### src/rtl/sertx_pkg.sv
package sertx_pkg;

    localparam int DATA_W = 8;

    typedef enum logic [2:0] {
        PH_IDLE,
        PH_START,
        PH_DATA,
        PH_PARITY,
        PH_STOP
    } phase_t;

    typedef struct packed {
        logic [1:0] wlen;
        logic       stop_long;
        logic       par_en;
        logic       par_type;
        logic       par_force;
    } line_cfg_t;

    function automatic logic [2:0] last_bit_idx(input logic [1:0] wlen);
        return 3'd4 + {1'b0, wlen};
    endfunction

    function automatic logic [DATA_W-1:0] mask_data(input logic [DATA_W-1:0] d,
                                                    input logic [1:0] wlen);
        logic [DATA_W-1:0] m;
        case (wlen)
            2'b00:   m = 8'h1F;
            2'b01:   m = 8'h3F;
            2'b10:   m = 8'h7F;
            default: m = 8'hFF;
        endcase
        return d & m;
    endfunction

    function automatic logic parity_value(input logic [DATA_W-1:0] masked,
                                          input line_cfg_t c);
        if (c.par_force)
            return ~c.par_type;
        return (^masked) ^ ~c.par_type;
    endfunction

    function automatic int unsigned stop_ticks(input line_cfg_t c, input int unsigned tpb);
        if (!c.stop_long)
            return tpb;
        if (c.wlen == 2'b00)
            return tpb + tpb / 2;
        return 2 * tpb;
    endfunction

endpackage

### src/rtl/sertx_baud_cnt.sv
module sertx_baud_cnt #(
    parameter int CNT_W = 6
) (
    input  logic             clk,
    input  logic             rst,
    input  logic             tick,
    input  logic             restart,
    input  logic [CNT_W-1:0] limit,
    output logic             last
);
    logic [CNT_W-1:0] cnt;

    assign last = tick && (cnt == limit - 1'b1);

    always_ff @(posedge clk) begin
        if (rst || restart)
            cnt <= '0;
        else if (tick)
            cnt <= last ? '0 : cnt + 1'b1;
    end
endmodule

### src/rtl/sertx_frame_seq.sv
module sertx_frame_seq
    import sertx_pkg::*;
#(
    parameter int TICKS_PER_BIT = 16,
    parameter int CNT_W         = 6
) (
    input  logic              clk,
    input  logic              rst,
    input  logic              in_valid,
    input  logic [DATA_W-1:0] in_data,
    input  line_cfg_t         cfg_in,
    input  logic              bit_done,
    output logic              in_ready,
    output logic              restart,
    output logic [CNT_W-1:0]  limit,
    output logic              line_bit
);
    phase_t            phase;
    line_cfg_t         cfg_q;
    logic [DATA_W-1:0] shreg;
    logic              par_q;
    logic [2:0]        bidx;
    logic [DATA_W-1:0] masked_in;

    assign in_ready  = (phase == PH_IDLE);
    assign restart   = in_valid && in_ready;
    assign masked_in = mask_data(in_data, cfg_in.wlen);

    always_comb begin
        if (phase == PH_STOP)
            limit = CNT_W'(stop_ticks(cfg_q, TICKS_PER_BIT));
        else
            limit = CNT_W'(TICKS_PER_BIT);
    end

    always_comb begin
        case (phase)
            PH_START:  line_bit = 1'b0;
            PH_DATA:   line_bit = shreg[0];
            PH_PARITY: line_bit = par_q;
            default:   line_bit = 1'b1;
        endcase
    end

    always_ff @(posedge clk) begin
        if (rst) begin
            phase <= PH_IDLE;
            cfg_q <= '0;
            shreg <= '0;
            par_q <= 1'b0;
            bidx  <= '0;
        end else if (restart) begin
            phase <= PH_START;
            cfg_q <= cfg_in;
            shreg <= masked_in;
            par_q <= parity_value(masked_in, cfg_in);
            bidx  <= '0;
        end else if (bit_done) begin
            case (phase)
                PH_START: begin
                    phase <= PH_DATA;
                    bidx  <= '0;
                end
                PH_DATA: begin
                    shreg <= shreg >> 1;
                    bidx  <= bidx + 1'b1;
                    if (bidx == last_bit_idx(cfg_q.wlen))
                        phase <= cfg_q.par_en ? PH_PARITY : PH_STOP;
                end
                PH_PARITY: phase <= PH_STOP;
                PH_STOP:   phase <= PH_IDLE;
                default:   phase <= PH_IDLE;
            endcase
        end
    end
endmodule

### src/rtl/sertx_line_out.sv
module sertx_line_out (
    input  logic clk,
    input  logic rst,
    input  logic line_bit,
    input  logic force_low,
    output logic tx
);
    always_ff @(posedge clk) begin
        if (rst)
            tx <= 1'b1;
        else
            tx <= force_low ? 1'b0 : line_bit;
    end
endmodule

### src/rtl/sertx_top.sv
module sertx_top
    import sertx_pkg::*;
#(
    parameter int TICKS_PER_BIT = 16
) (
    input  logic       clk,
    input  logic       rst,
    input  logic       tick_16x,
    input  logic       in_valid,
    output logic       in_ready,
    input  logic [7:0] in_data,
    input  logic [1:0] cfg_wlen,
    input  logic       cfg_stop,
    input  logic       cfg_par_en,
    input  logic       cfg_par_type,
    input  logic       cfg_par_force,
    input  logic       cfg_break,
    output logic       tx
);
    localparam int CNT_W = $clog2(2 * TICKS_PER_BIT + 1);

    line_cfg_t        cfg_in;
    logic             bit_done;
    logic             restart;
    logic [CNT_W-1:0] limit;
    logic             line_bit;

    assign cfg_in = '{wlen:      cfg_wlen,
                      stop_long: cfg_stop,
                      par_en:    cfg_par_en,
                      par_type:  cfg_par_type,
                      par_force: cfg_par_force};

    sertx_baud_cnt #(.CNT_W(CNT_W)) cnt_i (
        .clk     (clk),
        .rst     (rst),
        .tick    (tick_16x),
        .restart (restart),
        .limit   (limit),
        .last    (bit_done)
    );

    sertx_frame_seq #(.TICKS_PER_BIT(TICKS_PER_BIT), .CNT_W(CNT_W)) seq_i (
        .clk      (clk),
        .rst      (rst),
        .in_valid (in_valid),
        .in_data  (in_data),
        .cfg_in   (cfg_in),
        .bit_done (bit_done),
        .in_ready (in_ready),
        .restart  (restart),
        .limit    (limit),
        .line_bit (line_bit)
    );

    sertx_line_out line_i (
        .clk       (clk),
        .rst       (rst),
        .line_bit  (line_bit),
        .force_low (cfg_break),
        .tx        (tx)
    );
endmodule

### config.mk
export PLATFORM = sky130hd
export DESIGN_NAME = sertx_top
export DESIGN_NICKNAME = d
export VERILOG_FILES = /design/src/rtl/sertx_pkg.sv /design/src/rtl/sertx_baud_cnt.sv /design/src/rtl/sertx_frame_seq.sv /design/src/rtl/sertx_line_out.sv /design/src/rtl/sertx_top.sv
export SDC_FILE = /design/constraint.sdc
export NUM_CORES = 1
export LEC_CHECK = 0
export ABC_AREA = 1
export BUFFER_PORTS_ARGS = -buffer_cell sky130_fd_sc_hd__buf_2
export CORE_UTILIZATION = 28
export DETAILED_ROUTE_END_ITERATION = 8
export PLACE_DENSITY = 0.41
export SLEW_MARGIN = 20
export SYNTH_ARGS = -nofsm -noshare
export SYNTH_HDL_FRONTEND = slang
export SYNTH_HIERARCHICAL = 1
export SYNTH_SLANG_ARGS = --single-unit
### constraint.sdc
create_clock -name clk -period 2.9 [get_ports clk]
set_input_delay 0 -clock clk [delete_from_list [all_inputs] [get_ports clk]]
set_output_delay 0 -clock clk [all_outputs]
set_load 0.05 [all_outputs]
==> flow_metrics.tcl, run 1 <==
set metrics [dict create \
    ys_seq_area_share_pct 29.5 \
    min_period_over_period_pct 83.8 \
    grt_max_degree 16 \
    rsz0062_at_grt "false" \
    dr.pass1.iters 4 \
    worstSetupEndpointType "flop" \
    critPathSlowestCell "dfxtp_1" \
    max_cap_violations 0 \
    grt_first_pass_wirelength_um 6720 \
    wl_per_cell_um 10.6 \
    p_leak_uw 0.00102 \
    swShare_pct 26.7 \
    ys_ff_latch 26 \
    die_w_um 81.4 \
    arrival_ns 2.61 \
    async_flop_share_pct 0 \
    fin_nets 319 \
    wirelength_um 3920 \
    power.share.clock_pct 35.5 \
    power_uw 835 \
    setup_tns_ns 0 \
    hpwl_um 3090 \
    io_pins 21 \
    max_stage_delay_ns 0.49 \
    cts_tree "built" \
    switchingPower_uw 223 \
    vdd_drop_max_mv 0.206 \
    cp_cell_sequence "nand2_1 > nor3_1 > inv_1 > nand2_1 > nand2_1 > nand2_1 > nand2_1 > nor2_2 > nand3_2 > inv_1 > inv_1 > nor2_1 > nor2_4 > nor2_2 > o22ai_1 > a211oi_1" \
    fin_crit_ns 2.43 \
    cts_buffers 3 \
    yosys.area.top_type "dfxtp_1" \
    cp_max_fo 6 \
    synth-main-ff-cell "dfxtp_1" \
    grt.total_usage_pct 13.2 \
    synth.most_common_cell "nand2_1" \
    status "finished clean" \
    synth_cell_types 36 \
    path_clk_slew_ns 0.09 \
    via_per_inst 4.44 \
    via_count 1648 \
    synth_area_per_cell_um2 6.43 \
    timing.rr.end "seq_i/bidx[2]$_SDFFE_PP0P_" \
    cts_buffer_depth 2 \
    skew_ns 0.00915 \
    path_delay_family "simple AND/OR/NAND/NOR gates" \
    clock-sinks 26 \
    cp_data_required_time_ns 3.08 \
    grt_pass1_vias 1474 \
    r2r_setup_slack_ns 0.47 \
    dp_slack_ns 0.433 \
    crit_path_start "seq_i/phase[2]$_SDFFE_PP0P_" \
    p_seq_share_pct 46.3 \
    synth.top_cell.area_share_pct 29.5 \
    drive_gt1_share_pct 17.9 \
    antenna_cells 0 \
    core-area_mm2 0.00599 \
    synth_commonest_cells "nand2_1 (78), inv_1 (48), dfxtp_1 (26)" \
    synth_edf_count 0 \
    critical_path_class "reg -> reg" \
    first_iter_violations 74 \
    crit_buf_inv 3 \
    htree_levels 1 \
    rr_worst_depth 16 \
    maxSlewViolCount 0 \
    antenna_found_initial 0 \
    dpl_cell_area_mm2 0.00193 \
    ant_nets 0 \
    start_util_pct 29.4 \
    worst_setup_path_start_kind "flop" \
    reg2reg_from "seq_i/phase[2]$_SDFFE_PP0P_" \
    fin_area_mm2 0.00201 \
    setup_viol_count_final 0 \
    finalWorstSetupSlack_ns 0.471 \
    power_density_mw_per_mm2 416 \
    crit_end "seq_i/bidx[2]$_SDFFE_PP0P_" \
    routabilityCongestion 0.780 \
    p_int_uw 611 \
    fmax_mhz 412 \
    combPwrFrac_pct 18.2 \
    syn_inst 274 \
    portBuffers 20 \
    drc 0 \
    clock_latency_ns 0.27 \
    cts_root_buffer "clkbuf_8" \
    yosysWarnings 6 \
    hold_slack_ns 0.0119 \
    num_rows 28 \
    hold_path_class "in -> reg" \
    cp_common_cell "nand2_1" \
    netlist_area_mm2 0.00176 \
    gr-total-overflow 0 \
    area_growth_pct 13.8 \
    dieArea_mm2 0.00662 \
    hold_viol 0 \
    synth_top_cells_by_area "dfxtp_1 (30%), nand2_1 (17%), inv_1 (10%)" \
    fp.dieH_um 81.4 \
    cp_num_cells 16 \
]
==> sequential cells by signal, summed over array words and instances, names as in the netlist <==
name	flops
seq_i/par_q	1
seq_i/cfg_q	4
seq_i/bidx	3
cnt_i/cnt	6
line_i/tx	1
seq_i/phase	3
seq_i/shreg	8
==> power groups by stage <==
stage	Combinational, uW	Sequential (uW)	Clock (uW)
global route	174	389	326
finish	152	386	297
CTS	152	386	308
detailed placement	150	394	0
global placement	151	395	0
floorplan	113	394	0
==> cell usage in the layout (no fill, tap or decap), types with 2 or more instances in the layout <==
master / Yosys / layout
conb_1: 1 / 3
o211ai_1: 3 / 3
nand3_2: 2 / 2
nand4_1: 4 / 4
a211oi_1: 2 / 2
nor2_1: 17 / 17
nand3_1: 20 / 20
inv_1: 48 / 48
inv_2: 7 / 7
a21oi_2: 4 / 4
clkbuf_8: 0 / 3
nand2_4: 3 / 3
nor2_2: 3 / 3
a31oi_1: 4 / 4
xnor2_1: 2 / 2
o21ai_0: 10 / 10
xor2_1: 3 / 3
dfxtp_1: 26 / 26
a21oi_1: 13 / 13
nor2_4: 3 / 3
ha_1: 3 / 3
nor3_1: 2 / 2
buf_2: 1 / 20
nand2_1: 78 / 78
==> repair_timing <==
item                      in CTS  in global routing
hold endpoints to repair       1                  0
hold buffers                   1                  0
gates resized for setup        0                  0
setup buffers                  0                  0
==> tightest hold or removal path, delay by kind of cell <==
family,cells,cell delay (ns)
buffers and inverters,1,0.11
AO/OA/AOI/OAI,1,0.07
AND/OR/NAND/NOR,1,0.06
==> per-stage QoR <==
stage               utilization, %  instances
floorplan                        -        276
global placement              32.1        366
detailed placement            32.1        366
CTS                           33.5        371
global route                  33.5        371
finish                        33.5        371
==> cells by family (layout without fill, tap and decap cells) <==
logic type | after synthesis | count (layout) | synth area share (%)
flip-flops | 26 | 26 | 29.5
buffers and inverters | 62 | 82 | 14.8
other | 1 | 3 | 0.213
adder cells (fa/ha/maj) | 3 | 3 | 2.13
AND/OR/NAND/NOR | 136 | 136 | 36.3
AO/OA/AOI/OAI | 41 | 41 | 14.5
XOR/XNOR | 5 | 5 | 2.48
==> worst min path at each step <==
stage                     startpoint  cells past startpoint  slack, ns                           to
final                     in_data[3]                      3       0.01  seq_i/shreg[3]$_SDFFE_PP0P_
after global routing      in_data[3]                      3       0.02  seq_i/shreg[3]$_SDFFE_PP0P_
after CTS                 in_data[3]                      3      0.005  seq_i/shreg[3]$_SDFFE_PP0P_
after detailed placement   cfg_break                      4       0.24         line_i/tx$_SDFF_PP1_
after global placement     cfg_break                      4       0.24         line_i/tx$_SDFF_PP1_
after floorplan                  rst                      2       0.09         line_i/tx$_SDFF_PP1_
==> layout make-up <==
type | count | area, um2
Sequential cell | 26 | 520
Timing Repair Buffer | 22 | 118
Inverter | 56 | 215
Clock buffer | 3 | 41.3
Tap cell | 75 | 93.8
Multi-Input combinational cell | 188 | 988
Clock inverter | 1 | 30.0
Fill cell | 668 | 3980
==> per-layer routing <==
layer	global-route usage [%]	routed length (um)
met5	0	0
met4	2.14	17
met3	2.70	105
met2	21.1	1670
met1	18.3	2120
No activity file was read; power rests on OpenSTA's default activity.
==> run 2: changes to the inputs <==
- clock period: 2.9 -> 2.4 ns (I/O delays scaled with it)
==> run 2 against run 1 <==
Against the previous run:
- global-route usage shrank 0.19 points
- cell count grew 0.54%
- register-to-register slack lost 0.22 ns
- critical path depth grew 1
- largest power group unchanged
- highest routed layer unchanged
==> flow_metrics.tcl, run 2 (synthesized netlist as in run 1, its figures left out) <==
set metrics [dict create \
    clock-sinks 26 \
    grt_first_pass_wirelength_um 6600 \
    routabilityCongestion 0.774 \
    worst_setup_path_start_kind "flop" \
    gr-total-overflow 0 \
    final_common_cell "nand2_1" \
    ant_nets 0 \
    wirelength_um 3950 \
    max_cap_violations 0 \
    mostFrequentLayoutCells "nand2_1 (78), inv_1 (47), dfxtp_1 (25)" \
    largest-register "seq_i/shreg" \
    whs_path_depth 3 \
    cp_max_fo 4 \
    min_period_over_period_pct 89.5 \
    first_iter_violations 44 \
    status "finished clean" \
    hp-start "cfg_par_en" \
    power_uw 899 \
    arrival_ns 2.34 \
    via_count 1614 \
    hold_path_class "in -> reg" \
    portBuffers 20 \
    dr.pass1.iters 4 \
    dieArea_mm2 0.00662 \
    fin_nets 322 \
    htree_levels 1 \
    hpwl_um 3080 \
    cts_buffers 3 \
    critical_path_class "reg -> reg" \
    met1_usage_pct 18.3 \
    met2_usage_pct 19.9 \
    core-area_mm2 0.00599 \
    cts_buffer_depth 2 \
    hold_viol 0 \
    maxSlewViolCount 0 \
    cp_data_required_time_ns 2.59 \
    p_leak_uw 0.00102 \
    rsz0062_at_grt "true" \
    skew_ns 0.00219 \
    reg2reg_from "seq_i/phase[1]$_SDFFE_PP0P_" \
    grt_max_degree 16 \
    cts_tree "built" \
    vdd_drop_max_mv 0.168 \
    grt_pass1_vias 1444 \
    start_util_pct 29.4 \
    grt.total_usage_pct 13.0 \
    clock_latency_ns 0.27 \
    cts_root_buffer "clkbuf_8" \
    nFillCells 661 \
    cp_cell_sequence "nor2_2 > nand2_1 > nor3_2 > inv_1 > nand2_1 > nand2_1 > nand2_1 > nand2_1 > nor2_2 > nand3_2 > inv_1 > inv_2 > nor2_2 > nor2_4 > nor2_2 > o22ai_1 > a211oi_1" \
    critPathSlowestCell "dfxtp_1" \
    drive_gt1_share_pct 19.8 \
    io_pins 21 \
    max_stage_delay_ns 0.35 \
    antenna_cells 0 \
    die_w_um 81.4 \
    met3_usage_pct 2.02 \
    via_per_inst 4.33 \
    fp.dieH_um 81.4 \
    rr_worst_depth 17 \
    r2r_setup_slack_ns 0.25 \
    area_growth_pct 13.9 \
    num_rows 28 \
    wl_per_cell_um 10.6 \
    timing.rr.end "seq_i/bidx[2]$_SDFFE_PP0P_" \
    hold_path_end "seq_i/cfg_q[2]$_SDFFE_PP0P_" \
    top_regs "seq_i/shreg x8, cnt_i/cnt x6, seq_i/cfg_q x4" \
    hold_slack_ns 0.0214 \
    path_clk_slew_ns 0.09 \
    worstSetupEndpointType "flop" \
    utilization_pct 33.5 \
    fin_crit_ns 2.15 \
    antenna_found_initial 0 \
    drc 0 \
    fmax_mhz 466 \
    dp_slack_ns 0.0996 \
    power_density_mw_per_mm2 448 \
    largest_reg_flops 8 \
    busiest_layer "met2" \
    cp_common_cell "nand2_1" \
    finalWorstSetupSlack_ns 0.252 \
    setup_viol_count_final 0 \
]
[run 2: changes by cell type in the layout (fill, tap and decap cells not counted)]
cell and delta:
inv_1 -1, bufinv_16 -1, inv_2 +1, nor3_1 -1, nor2_1 -1, buf_4 +3
nor2_2 +1, dfxtp_2 +1, nor3_2 +1, dfxtp_1 -1
[run 2: through the flow]
step | std cells | setup TNS [ns] | cell area [um2]
after global placement | 368 | 0 | 1940
after CTS | 372 | 0 | 1990
final | 373 | 0 | 2010
after floorplan | 276 | 0 | 1770
after detailed placement | 368 | 0 | 1940
after global routing | 373 | -0.0191 | 2010
[run 2: where the power goes]
| part | switching, uW | leakage (uW) | internal (uW) |
|---|---|---|---|
| Combinational | 119 | 0.000787 | 65.2 |
| Clock | 137 | 0.0000216 | 113 |
| Sequential | 14.6 | 0.000213 | 451 |
[run 2: layer usage]
layer / vias to the layer above / wire length [um]
li1: 900 / -
met1: 689 / 2140
met2: 21 / 1700
met3: 4 / 74
met4: 0 / 43
met5: - / 0
[run 2: area by class of cell]
| cell class | instances | area, um2 | share of cell area [%] |
|---|---|---|---|
| flip-flops and latches | 26 | 522 | 26.0 |
| inverters | 56 | 215 | 10.7 |
| well taps | 75 | 93.8 | 4.67 |
| repair buffers | 25 | 140 | 6.98 |
| multi-input cells | 188 | 996 | 49.6 |
| clock buffers | 3 | 41.3 | 2.06 |
[run 2: critical path, delay by kind of cell, from the launching register on]
kind | cells | cell delay, ns
AOI/OAI and AO/OA | 2 | 0.23
buffers and inverters | 3 | 0.29
DFF | 1 | 0.35
and+or+nand+nor | 12 | 1.22
[run 2: worst max-delay path by stage]
stage / end / startpoint / cells after the start / slack [ns]
2_1_floorplan: seq_i/bidx[2]$_SDFFE_PP0P_ / seq_i/phase[2]$_SDFFE_PP0P_ / 14 / 0.16
3_3_place_gp: seq_i/bidx[2]$_SDFFE_PP0P_ / seq_i/phase[1]$_SDFFE_PP0P_ / 16 / 0.07
3_5_place_dp: seq_i/shreg[6]$_SDFFE_PP0P_ / seq_i/phase[1]$_SDFFE_PP0P_ / 18 / 0.1
4_1_cts: seq_i/shreg[0]$_SDFFE_PP0P_ / seq_i/phase[1]$_SDFFE_PP0P_ / 18 / 0.08
5_1_grt: seq_i/bidx[2]$_SDFFE_PP0P_ / seq_i/phase[1]$_SDFFE_PP0P_ / 17 / -0.02
6_report: seq_i/bidx[2]$_SDFFE_PP0P_ / seq_i/phase[1]$_SDFFE_PP0P_ / 17 / 0.25
[run 2: repair_timing]
item / in CTS / in global routing
endpoints found under the setup margin: 0 / 14
hold buffers: 1 / 0
setup buffers: 0 / 1
endpoints found under the hold margin: 1 / 0
resized for setup: 0 / 4
